`src/rtl/cla_pkg.sv`:
```
package cla_pkg;

  localparam int SLICE = 4;

  // Flat two-level carries for one slice: {c3,c2,c1,c0}
  function automatic logic [3:0] slice_carries(input logic [3:0] p, input logic [3:0] g,
                                               input logic c0);
    logic [3:0] c;
    c[0] = c0;
    c[1] = g[0] | (p[0] & c0);
    c[2] = g[1] | (p[1] & g[0]) | (p[1] & p[0] & c0);
    c[3] = g[2] | (p[2] & g[1]) | (p[2] & p[1] & g[0]) | (p[2] & p[1] & p[0] & c0);
    return c;
  endfunction

  function automatic logic slice_prop(input logic [3:0] p);
    return p[3] & p[2] & p[1] & p[0];
  endfunction

  function automatic logic slice_gen(input logic [3:0] p, input logic [3:0] g);
    return g[3] | (p[3] & g[2]) | (p[3] & p[2] & g[1]) | (p[3] & p[2] & p[1] & g[0]);
  endfunction

endpackage

```
`src/rtl/cla_slice.sv`:
```
module cla_slice
  import cla_pkg::*;
(
  input  logic [3:0] a,
  input  logic [3:0] b,
  input  logic       cin,
  output logic [3:0] sum,
  output logic       gp,
  output logic       gg,
  output logic       c_msb
);
  logic [3:0] p_bit;
  logic [3:0] g_bit;
  logic [3:0] c_bit;

  always_comb begin
    p_bit = a ^ b;
    g_bit = a & b;
    c_bit = slice_carries(p_bit, g_bit, cin);
    sum   = p_bit ^ c_bit;
    gp    = slice_prop(p_bit);
    gg    = slice_gen(p_bit, g_bit);
    c_msb = c_bit[3];
  end

  always_comb begin

    gen_excl_chk: assert (!(gp && gg));
  end
endmodule

```
`src/rtl/cla_lookahead.sv`:
```
module cla_lookahead #(
  parameter int NGRP = 4
) (
  input  logic [NGRP-1:0] gp,
  input  logic [NGRP-1:0] gg,
  input  logic            c0,
  output logic [NGRP:0]   carry
);
  // Each carry is a flat sum of products over the slices below it
  always_comb begin
    carry[0] = c0;
    for (int k = 1; k <= NGRP; k++) begin
      logic acc;
      logic term;
      acc = c0;
      for (int m = 0; m < k; m++) acc = acc & gp[m];
      for (int j = 0; j < k; j++) begin
        term = gg[j];
        for (int m = j + 1; m < k; m++) term = term & gp[m];
        acc = acc | term;
      end
      carry[k] = acc;
    end
  end

  always_comb begin
    for (int k = 0; k < NGRP; k++) begin

      grp_carry_chk: assert (carry[k+1] == (gg[k] | (gp[k] & carry[k])));
    end
  end
endmodule

```
`src/rtl/cla_adder.sv`:
```
module cla_adder #(
  parameter int WIDTH = 16
) (
  input  logic [WIDTH-1:0] a,
  input  logic [WIDTH-1:0] b,
  input  logic             cin,
  output logic [WIDTH-1:0] sum,
  output logic             cout,
  output logic             ovf
);
  localparam int NGRP = WIDTH / cla_pkg::SLICE;

  logic [NGRP-1:0] gp;
  logic [NGRP-1:0] gg;
  logic [NGRP-1:0] cmsb;
  logic [NGRP:0]   carry;

  cla_lookahead #(.NGRP(NGRP)) u_look (
    .gp(gp), .gg(gg), .c0(cin), .carry(carry)
  );

  for (genvar gi = 0; gi < NGRP; gi++) begin : g_slice
    cla_slice u_slice (
      .a    (a[gi*4 +: 4]),
      .b    (b[gi*4 +: 4]),
      .cin  (carry[gi]),
      .sum  (sum[gi*4 +: 4]),
      .gp   (gp[gi]),
      .gg   (gg[gi]),
      .c_msb(cmsb[gi])
    );

    always_comb begin

      slice_top_bit_chk: assert (sum[gi*4+3] == (a[gi*4+3] ^ b[gi*4+3] ^ cmsb[gi]));
    end
  end

  assign cout = carry[NGRP];
  assign ovf  = cmsb[NGRP-1] ^ cout;

  always_comb begin

    total_sum_chk: assert ({cout, sum} == ({1'b0, a} + {1'b0, b} + {{WIDTH{1'b0}}, cin}));

    no_overflow_chk: assert (ovf == ((a[WIDTH-1] == b[WIDTH-1]) && (sum[WIDTH-1] != a[WIDTH-1])));
  end
endmodule

```
`config.mk`:
```
export PLATFORM = sky130hd
export DESIGN_NAME = cla_adder
export DESIGN_NICKNAME = d
export VERILOG_FILES = /design/src/rtl/cla_pkg.sv /design/src/rtl/cla_slice.sv /design/src/rtl/cla_lookahead.sv /design/src/rtl/cla_adder.sv
export SDC_FILE = /design/constraint.sdc
export NUM_CORES = 1
export LEC_CHECK = 0
export ABC_AREA = 1
export BUFFER_PORTS_ARGS = -buffer_cell sky130_fd_sc_hd__buf_2
export CAP_MARGIN = 20
export CORE_MARGIN = 2
export CORE_UTILIZATION = 47
export DETAILED_ROUTE_END_ITERATION = 8
export PLACE_DENSITY_LB_ADDON = 0.08
export SYNTH_ARGS = -nofsm -noshare
export SYNTH_HDL_FRONTEND = slang
export SYNTH_SLANG_ARGS = --single-unit
```
`constraint.sdc`:
```
create_clock -name vclk -period 4.6
set_input_delay 1.38 -clock vclk [all_inputs]
set_output_delay 1.38 -clock vclk [all_outputs]
set_load 0.02 [all_outputs]
```
# ---- Word-level counts from Yosys, hierarchy flattened
# Index checks and enable logic that the tools add are counted.
dict set report word_totals {
  word_cells 129
  input_bits 33
  reg_bits 0
}
dict set report op_classes {
  bitwise_logic 129
}
# cell count
set ops {}
lappend ops {{$and 1x1->1} 70}
lappend ops {{$or 1x1->1} 46}
lappend ops {{$xor 4x4->4} 8}
lappend ops {{$and 4x4->4} 4}
lappend ops {{$xor 1x1->1} 1}

# ---- Logic depth before layout (Yosys ltp)
# Gate-level depths: netlist of the first run.
dict set report depth {
  word_depth 13
  depth_mapped 10
  depth_no_buf 10
}

# ---- Hierarchy
# From an unflattened synthesis of the first run, not the netlist that was laid out.
dict set report unflattened {
  cells_unflattened 132
  area_unflattened_um2 844.6
}
# mod cells_each area_each_um2 seq_area_each_um2 n_inst
set modules_own_cells {}
lappend modules_own_cells {{cla_slice at g_slice[0].u_slice ...} 31 197.7 0.0 2}
lappend modules_own_cells {{cla_slice at g_slice[2].u_slice ...} 27 182.7 0.0 2}
lappend modules_own_cells {cla_lookahead 11 65.1 0.0 1}
lappend modules_own_cells {cla_adder 5 18.8 0.0 1}

# ---- Least setup slack after synthesis of the first run
# OpenSTA, ideal clock, no wires.
dict set report synth_path {
  path_kind {in2out}
  startpoint {input a[1]}
  endpoint {output sum[9]}
  slack_ns 0.172
  path_stages 8
  path_buffers 0
  arrival_ns 3.048
  path_cell_list {ha_1 a21oi_2 nand2_2 nand3_2 nand2_2 a21o_4 fa_1 xor2_1}
}
dict set report synth_between {
  elab_chain_len 10
  elab_cells_between_ends 16
  cone_classes {bitwise (16)}
}
# element line
set synth_lines {}
lappend synth_lines {{start: declaration} cla_adder.sv:4} ;# input logic [WIDTH-1:0] a,
lappend synth_lines {{$xor 4x4->4 / $and 4x4->4 (equally long branches)} {cla_slice.sv:17, cla_slice.sv:18}}
lappend synth_lines {{$and 1x1->1 (on tied branches)} {cla_pkg.sv:17, cla_pkg.sv:21}}
lappend synth_lines {{$and 1x1->1 (tied with other cells)} cla_pkg.sv:17} ;# return p[3] & p[2] & p[1] & p[0];
lappend synth_lines {{$and 1x1->1 / $or 1x1->1 (equally long branches)} {cla_lookahead.sv:16, cla_pkg.sv:21}}
lappend synth_lines {{$and 1x1->1 (on tied branches)} {cla_lookahead.sv:16, cla_lookahead.sv:19}}
lappend synth_lines {{$or 1x1->1 * (2 in a row)} cla_lookahead.sv:20} ;# acc = acc | term;
lappend synth_lines {{$and 1x1->1 *} cla_pkg.sv:10} ;# c[1] = g[0] | (p[0] & c0);
lappend synth_lines {{$or 1x1->1 *} cla_pkg.sv:10}
lappend synth_lines {{$xor 4x4->4 *} cla_slice.sv:20} ;# sum = p_bit ^ c_bit;
lappend synth_lines {{end: declaration} cla_adder.sv:7} ;# output logic [WIDTH-1:0] sum,
# Mark *: on every way between the ends. The rest lies on a longest branch, timed or not.

# ---- Worst setup path after layout of the first run
dict set report layout_path {
  startpoint {input a[7]}
  endpoint {output sum[13]}
}
dict set report layout_between {
  elab_chain_len 12
  elab_cells_between_ends 22
  cone_classes {bitwise (22)}
}
# element line
set layout_lines {}
lappend layout_lines {{$xor 4x4->4} cla_slice.sv:17} ;# p_bit = a ^ b;
lappend layout_lines {{$and 1x1->1 (2 in a row)} {cla_pkg.sv:17, cla_pkg.sv:21}}
lappend layout_lines {{$and 1x1->1} cla_pkg.sv:17}
lappend layout_lines {{$and 1x1->1 (on tied branches) (2 in a row)} {cla_lookahead.sv:16, cla_lookahead.sv:19}}
lappend layout_lines {{$or 1x1->1} cla_lookahead.sv:20}
lappend layout_lines {{$or 1x1->1 * (2 in a row)} cla_lookahead.sv:20}
lappend layout_lines {{$and 1x1->1 *} cla_pkg.sv:10}
lappend layout_lines {{$or 1x1->1 *} cla_pkg.sv:10}
lappend layout_lines {{$xor 4x4->4 *} cla_slice.sv:20}
# Marks and branches as above.

==> results of run 1 <==
==> layout by cell type, fill, tap and decap left out, drive strengths merged <==
| cell | netlist | routed |
|---|---|---|
| and3 | 1 | 1 |
| nor3 | 1 | 1 |
| a31oi | 1 | 1 |
| nor2 | 10 | 10 |
| xor2 | 6 | 6 |
| fa | 4 | 4 |
| nand3 | 16 | 16 |
| nand4 | 8 | 8 |
| buf | 2 | 54 |
| a21o | 2 | 2 |
| xnor2 | 2 | 2 |
| nand2 | 29 | 29 |
| inv | 13 | 13 |
| o21ai | 1 | 1 |
| a21oi | 12 | 12 |
| ha | 16 | 16 |
==> Yosys cell counts <==
library cell and count:
nor2_4 2, xnor2_1 2, a21oi_1 7, nand4_4 1, nor2_2 1, inv_1 12
a21o_4 1, xor2_1 6, a21o_1 1, nor2_1 7, o21ai_1 1, inv_2 1
nand2_2 7, nand3_1 12, and3_1 1, nand4_1 6, nand3_2 4, a21oi_4 1
nor3_2 1, buf_4 2, ha_1 16, nand2_1 22, a21oi_2 4, a31oi_1 1
fa_1 4, nand4_2 1
==> repair_timing <==
| item | 4_1_cts | 5_1_grt |
|---|---|---|
| gates resized for setup | 0 | 3 |
| hold endpoints to repair | 0 | 0 |
| setup endpoints to repair | 0 | 1 |
==> where the power goes <==
part	switching (mW)	internal, mW	total (mW)
sequential	0	0	0
clock	0	0	0
combinational	0.127	0.0821	0.209
==> through the flow <==
stage	area, µm²	cells
CTS	1200	201
global route	1200	201
floorplan	903	124
global placement	1200	201
finish	1200	201
detailed placement	1200	201
==> per-layer routing <==
metal | vias to the layer above | track usage [%]
li1 | 532 | -
met1 | 433 | 21.3
met2 | 30 | 36.5
met3 | 0 | 0
met4 | 0 | 0
met5 | - | 0
==> layout make-up <==
type                            instances  area share [%]
Tap cell                               25            2.60
Inverter                               13            4.05
Timing Repair Buffer                   54            23.1
Multi-Input combinational cell        109            70.3
==> worst max-delay path, cell delays in order <==
cell     delay [ns]
buf_2          0.10
ha_2           0.31
a21oi_1        0.15
nand3_1        0.16
nand2_1        0.14
nand4_4        0.15
fa_1           0.41
xor2_1         0.15
buf_2          0.17
==> kinds of logic after synthesis <==
kind of cell / count (synthesis) / share of synthesized area (%)
XOR/XNOR: 8 / 7.76
AO/OA/AOI/OAI: 16 / 13.3
buffers and inverters: 15 / 7.06
adder cells (fa/ha/maj): 20 / 31.0
AND/OR/NAND/NOR: 65 / 40.9
==> worst paths after layout <==
kind | to | slack [ns] | depth (start not counted) | startpoint
worst max-delay path | sum[13] | 0.09 | 9 | a[7]
worst min-delay path | sum[12] | 3.17 | 3 | b[12]
==> flow_summary.ini, run 1 <==
[run_status]
status = finished clean

[grt]
track_usage_pct = 17.7
gr-total-overflow = 0
antenna_found_initial = 0
grt_pass1_wl_mm = 3.12
grt_pass1_vias = 845
grt_start_max_net_pins = 7

[timing]
rsz0062_at_grt = false
hold_slack_ns = 3.17
final.period_utilization_pct = 98.0
finalHoldViolCount = 0
layout_setup_ws_ns = 0.0899
fin_crit_ns = 4.51
max_freq_mhz = 222
worst-slew-pin-transition_ns = 0.346
max_slew_margin_pct = 76.8
setup_viol = 0
slew_violations = 0
fin_tns_setup_ns = 0

[floorplanning]
io_pins = 51
num_rows = 15
dieWidth_um = 47.8
core_mm2 = 0.00176
die_height_um = 47.8
die_area_mm2 = 0.00229
start_util_pct = 51.2

[final_layout]
design.seq.count = 0
area_delta_synth_final_pct = 33.4
drive_gt1_share_pct = 46.0
nClkBuffers = 0
fin_nets = 231
ff_latch_area_um2 = 0
multi_input_area_um2 = 847
diodes = 0
finalCoreUtilization_pct = 68.3
fill_cells = 176

[synthesis]
synth_warnings = 0
synth_area_leaders = ha_1 22%, nand2_1 9.1%, fa_1 8.9%
synthCells = 124
yosysTopAreaCell = ha_1
netlist_area_um2 = 903
syn-num-nets = 177
synthDistinctLibCells = 26
synth_top_area_share_pct = 22.2
seq_area_frac_synth_pct = 0
avgSynthCellArea_um2 = 7.29

[critical_path]
endpoint_kind = output port
path_class = in2out
crit_fanout = 5
crit_required_ns = 3.22
cp.arrival_ns = 3.13
start_kind = input port

[pwr]
power_density_mw_per_mm2 = 173
power_uw = 209
leakage_nw = 0.669
peakVddDrop_mv = 0.0980

[placed_design]
hpwl_mm = 1.86
io_buffers = 51
gp_congestion = 0.836
post-place-ws_ns = 0.0343

[route]
drtPass1Iterations = 4
wl_mm = 2.09
post_drt_wl_per_cell_um = 10.4
num_vias = 995
top_layer_used = met3
drc = 0
wl_met3_um = 103
via_per_inst = 4.95
drt_iter0_markers = 11
wl_met2_mm = 1.16
wl_met1_um = 825
postRouteAntennaNets = 0

[clocking]
post-cts-setup-buffers = 0
hold_buffers = 0

[job]
drv_cap = 0

[min_path]
hp-class = in2out
(Power assumes the default switching activity.)
==> inputs of run 2 (changes only) <==
- clock period: 4.6 -> 4.7 ns (I/O delays scaled with it)
==> flow_summary.ini, run 2 (synthesis gave the netlist of run 1 again) <==
[run_status]
status = finished clean

[grt]
gr-total-overflow = 0
antenna_found_initial = 0
grt_pass1_wl_mm = 3.00
track_usage_pct = 17.0
grt_pass1_vias = 836
grt_start_max_net_pins = 8

[critical_path]
crit_required_ns = 3.29
endpoint_kind = output port
path_class = in2out
slowest_delay_ns = 0.40
crit_fanout = 5
crit_buf_inv = 2
crit_chain = buf_2, ha_1, a21oi_1, nand2_1, nor2_2, nand4_4, fa_1, xor2_1, buf_2
crit_family = adder cells
cp_common_cell = buf_2
cp.arrival_ns = 3.14
cp_slowest_cell = fa_1
start_kind = input port

[floorplanning]
num_rows = 15
die_height_um = 47.8
die_area_mm2 = 0.00229
start_util_pct = 51.2
dieWidth_um = 47.8
core_mm2 = 0.00176
io_pins = 51

[final_layout]
design.seq.count = 0
drive_gt1_share_pct = 47.7
area_delta_synth_final_pct = 33.2
diodes = 0
final_cell_mix = 51 x buf_2, 22 x nand2_1, 12 x inv_1, 12 x ha_1, 11 x nand3_1
final_common_cell = buf_2
multi_input_area_um2 = 861
ff_latch_area_um2 = 0
fin_nets = 229
fill_cells = 181
nClkBuffers = 0

[clocking]
post-cts-setup-buffers = 0
hold_buffers = 0

[route]
num_vias = 997
drtPass1Iterations = 4
postRouteAntennaNets = 0
drt_iter0_markers = 15
via_per_inst = 5.01
drc = 0
wl_mm = 1.89
post_drt_wl_per_cell_um = 9.51

[pwr]
power_density_mw_per_mm2 = 167
p_sw_share_pct = 60.9
pwr-share-comb_pct = 100.0
power_uw = 201
leakage_nw = 0.661
pwr-share-seq_pct = 0
internal_power_uw = 78.5
clkPwrFrac_pct = 0
peakVddDrop_mv = 0.0956
switchingPower_uw = 122

[placed_design]
io_buffers = 51
hpwl_mm = 1.71
gp_congestion = 0.776

[timing]
fin_crit_ns = 4.55
hold_slack_ns = 3.22
slew_violations = 0
max_slew_margin_pct = 78.0
fin_tns_setup_ns = 0
max_freq_mhz = 220
final.period_utilization_pct = 96.7
worst-slew-pin-transition_ns = 0.328
setup_viol = 0
finalHoldViolCount = 0
rsz0062_at_grt = false

[min_path]
hp-class = in2out

[job]
drv_cap = 0
-- run 2: stage by stage --
step	area [µm²]	std cells	worst slack, ns	utilization [%]
CTS	1180	199	0.0627	67.0
global placement	1180	199	0.119	67.0
global route	1200	199	0.0131	68.2
floorplan	903	124	0.212	-
detailed placement	1180	199	0.0664	67.0
finish	1200	199	0.154	68.2
-- run 2: worst paths after layout --
| kind | start | endpoint | slack (ns) | depth (start not counted) |
|---|---|---|---|---|
| worst max-delay path | a[11] | sum[13] | 0.15 | 9 |
| worst min-delay path | b[12] | sum[12] | 3.22 | 3 |
-- run 2: power groups by stage --
stage	Combinational [mW]	Sequential, mW	Clock (mW)
6_report	0.201	0	0
5_1_grt	0.224	0	0
4_1_cts	0.199	0	0
3_5_place_dp	0.199	0	0
3_3_place_gp	0.194	0	0
2_1_floorplan	0.145	0	0
-- run 2: layout make-up --
type | count | area share (%)
inverters | 13 | 4.05
repair buffers | 52 | 21.8
multi-input cells | 109 | 71.5
well taps | 25 | 2.60
-- run 2: per-layer routing --
metal | up-vias | wire length (µm) | GRT usage [%]
li1 | 531 | - | -
met1 | 434 | 746 | 20.7
met2 | 32 | 1040 | 33.6
met3 | 0 | 109 | 0.755
met4 | 0 | 0 | 1.08
met5 | - | 0 | 0
-- run 2: repair_timing --
| action | 4_1_cts | 5_1_grt |
|---|---|---|
| gates resized for setup | 0 | 7 |
| endpoints found under the setup margin | 0 | 2 |
| endpoints found under the hold margin | 0 | 0 |
==> inputs of run 3 (changes only) <==
- CELL_PAD_IN_SITES_DETAIL_PLACEMENT: unset -> 0
- CELL_PAD_IN_SITES_GLOBAL_PLACEMENT: unset -> 2
- CORE_UTILIZATION: 47 -> 24
==> flow_summary.ini, run 3 (synthesis gave the netlist of run 1 again) <==
[critical_path]
path_class = in2out
crit_required_ns = 3.29
cp.arrival_ns = 3.17
start_kind = input port
crit_fanout = 5
endpoint_kind = output port

[route]
drtPass1Iterations = 4
postRouteAntennaNets = 0
num_vias = 989
via_per_inst = 4.42
drc = 0
drt_iter0_markers = 20
wl_mm = 2.04
post_drt_wl_per_cell_um = 9.11

[final_layout]
design.seq.count = 0
ff_latch_area_um2 = 0
finalCoreUtilization_pct = 34.0
final_common_cell = buf_2
diodes = 0
multi_input_area_um2 = 847
fin_nets = 231
final_design_area_no_fill_mm2 = 0.00123
drive_gt1_share_pct = 45.5
area_delta_synth_final_pct = 36.6
nClkBuffers = 0
final_cell_mix = 51 x buf_2, 22 x nand2_1, 15 x ha_1
fill_cells = 420

[timing]
setup_viol = 0
slew_violations = 0
max_freq_mhz = 219
finalHoldViolCount = 0
final.period_utilization_pct = 97.3
layout_setup_ws_ns = 0.125
fin_crit_ns = 4.58
worst-slew-pin-transition_ns = 0.336
rsz0062_at_grt = false
fin_tns_setup_ns = 0
max_slew_margin_pct = 77.5

[placed_design]
post-place-ws_ns = 0.105
hpwl_mm = 1.90
gp_congestion = 0.687
dpl_cell_area_mm2 = 0.00123
io_buffers = 51

[grt]
grt_start_max_net_pins = 8
grt_pass1_vias = 918
grt_pass1_wl_mm = 3.59
gr-total-overflow = 0
track_usage_pct = 9.80
antenna_found_initial = 0

[pwr]
power_density_mw_per_mm2 = 165
peakVddDrop_mv = 0.0575
power_uw = 203
leakage_nw = 0.675

[run_status]
status = finished clean

[floorplanning]
die_height_um = 65.4
core_mm2 = 0.00363
io_pins = 51
start_util_pct = 24.9
die_area_mm2 = 0.00427
dieWidth_um = 65.4
num_rows = 22

[min_path]
min-delay-start = b[12]
hp-class = in2out
hold_depth = 3
hold_end = sum[12]

[clocking]
cts_resized = 0
hold_buffers = 0
post-cts-setup-buffers = 0

[job]
drv_cap = 0
run 3: cell types whose count changed in the layout (fill, tap and decap cells not counted), sizes merged:
cell  delta
buf      +2
run 3: worst max path at each step:
stage / slack [ns] / to / startpoint
5_1_grt: 0.003 / sum[13] / a[3]
2_1_floorplan: 0.21 / sum[9] / a[1]
6_report: 0.12 / sum[13] / a[11]
4_1_cts: 0.10 / sum[13] / a[11]
3_3_place_gp: 0.13 / sum[13] / a[11]
3_5_place_dp: 0.10 / sum[13] / a[11]
run 3: cell type report:
class / instances / share of cell area [%]
inverters: 13 / 3.96
well taps: 48 / 4.87
repair buffers: 54 / 22.5
multi-input cells: 109 / 68.7
run 3: per-layer routing:
layer  routed length, µm  GRT usage (%)  vias to the layer above
li1                    -              -                      530
met1                 943           13.3                      425
met2                 973           18.2                       34
met3                 123          0.342                        0
met4                   0              0                        0
met5                   0              0                        -
run 3: per-stage QoR:
step	std cells	hold slack, ns
6_report	224	3.22
5_1_grt	224	3.25
4_1_cts	224	3.23
3_5_place_dp	224	3.23
3_3_place_gp	224	3.22
2_1_floorplan	124	3.08
run 3: power breakdown:
part | leakage, nW | switching, mW | internal, mW
logic | 0.675 | 0.123 | 0.0803
clock network | 0 | 0 | 0
registers | 0 | 0 | 0
run 3: worst max-delay path, cell delays in order:
cell,delay (ns)
buf_2,0.10
ha_1,0.36
a21oi_1,0.16
nand2_1,0.09
nor2_1,0.19
nand4_4,0.13
fa_1,0.38
xor2_1,0.17
buf_2,0.18
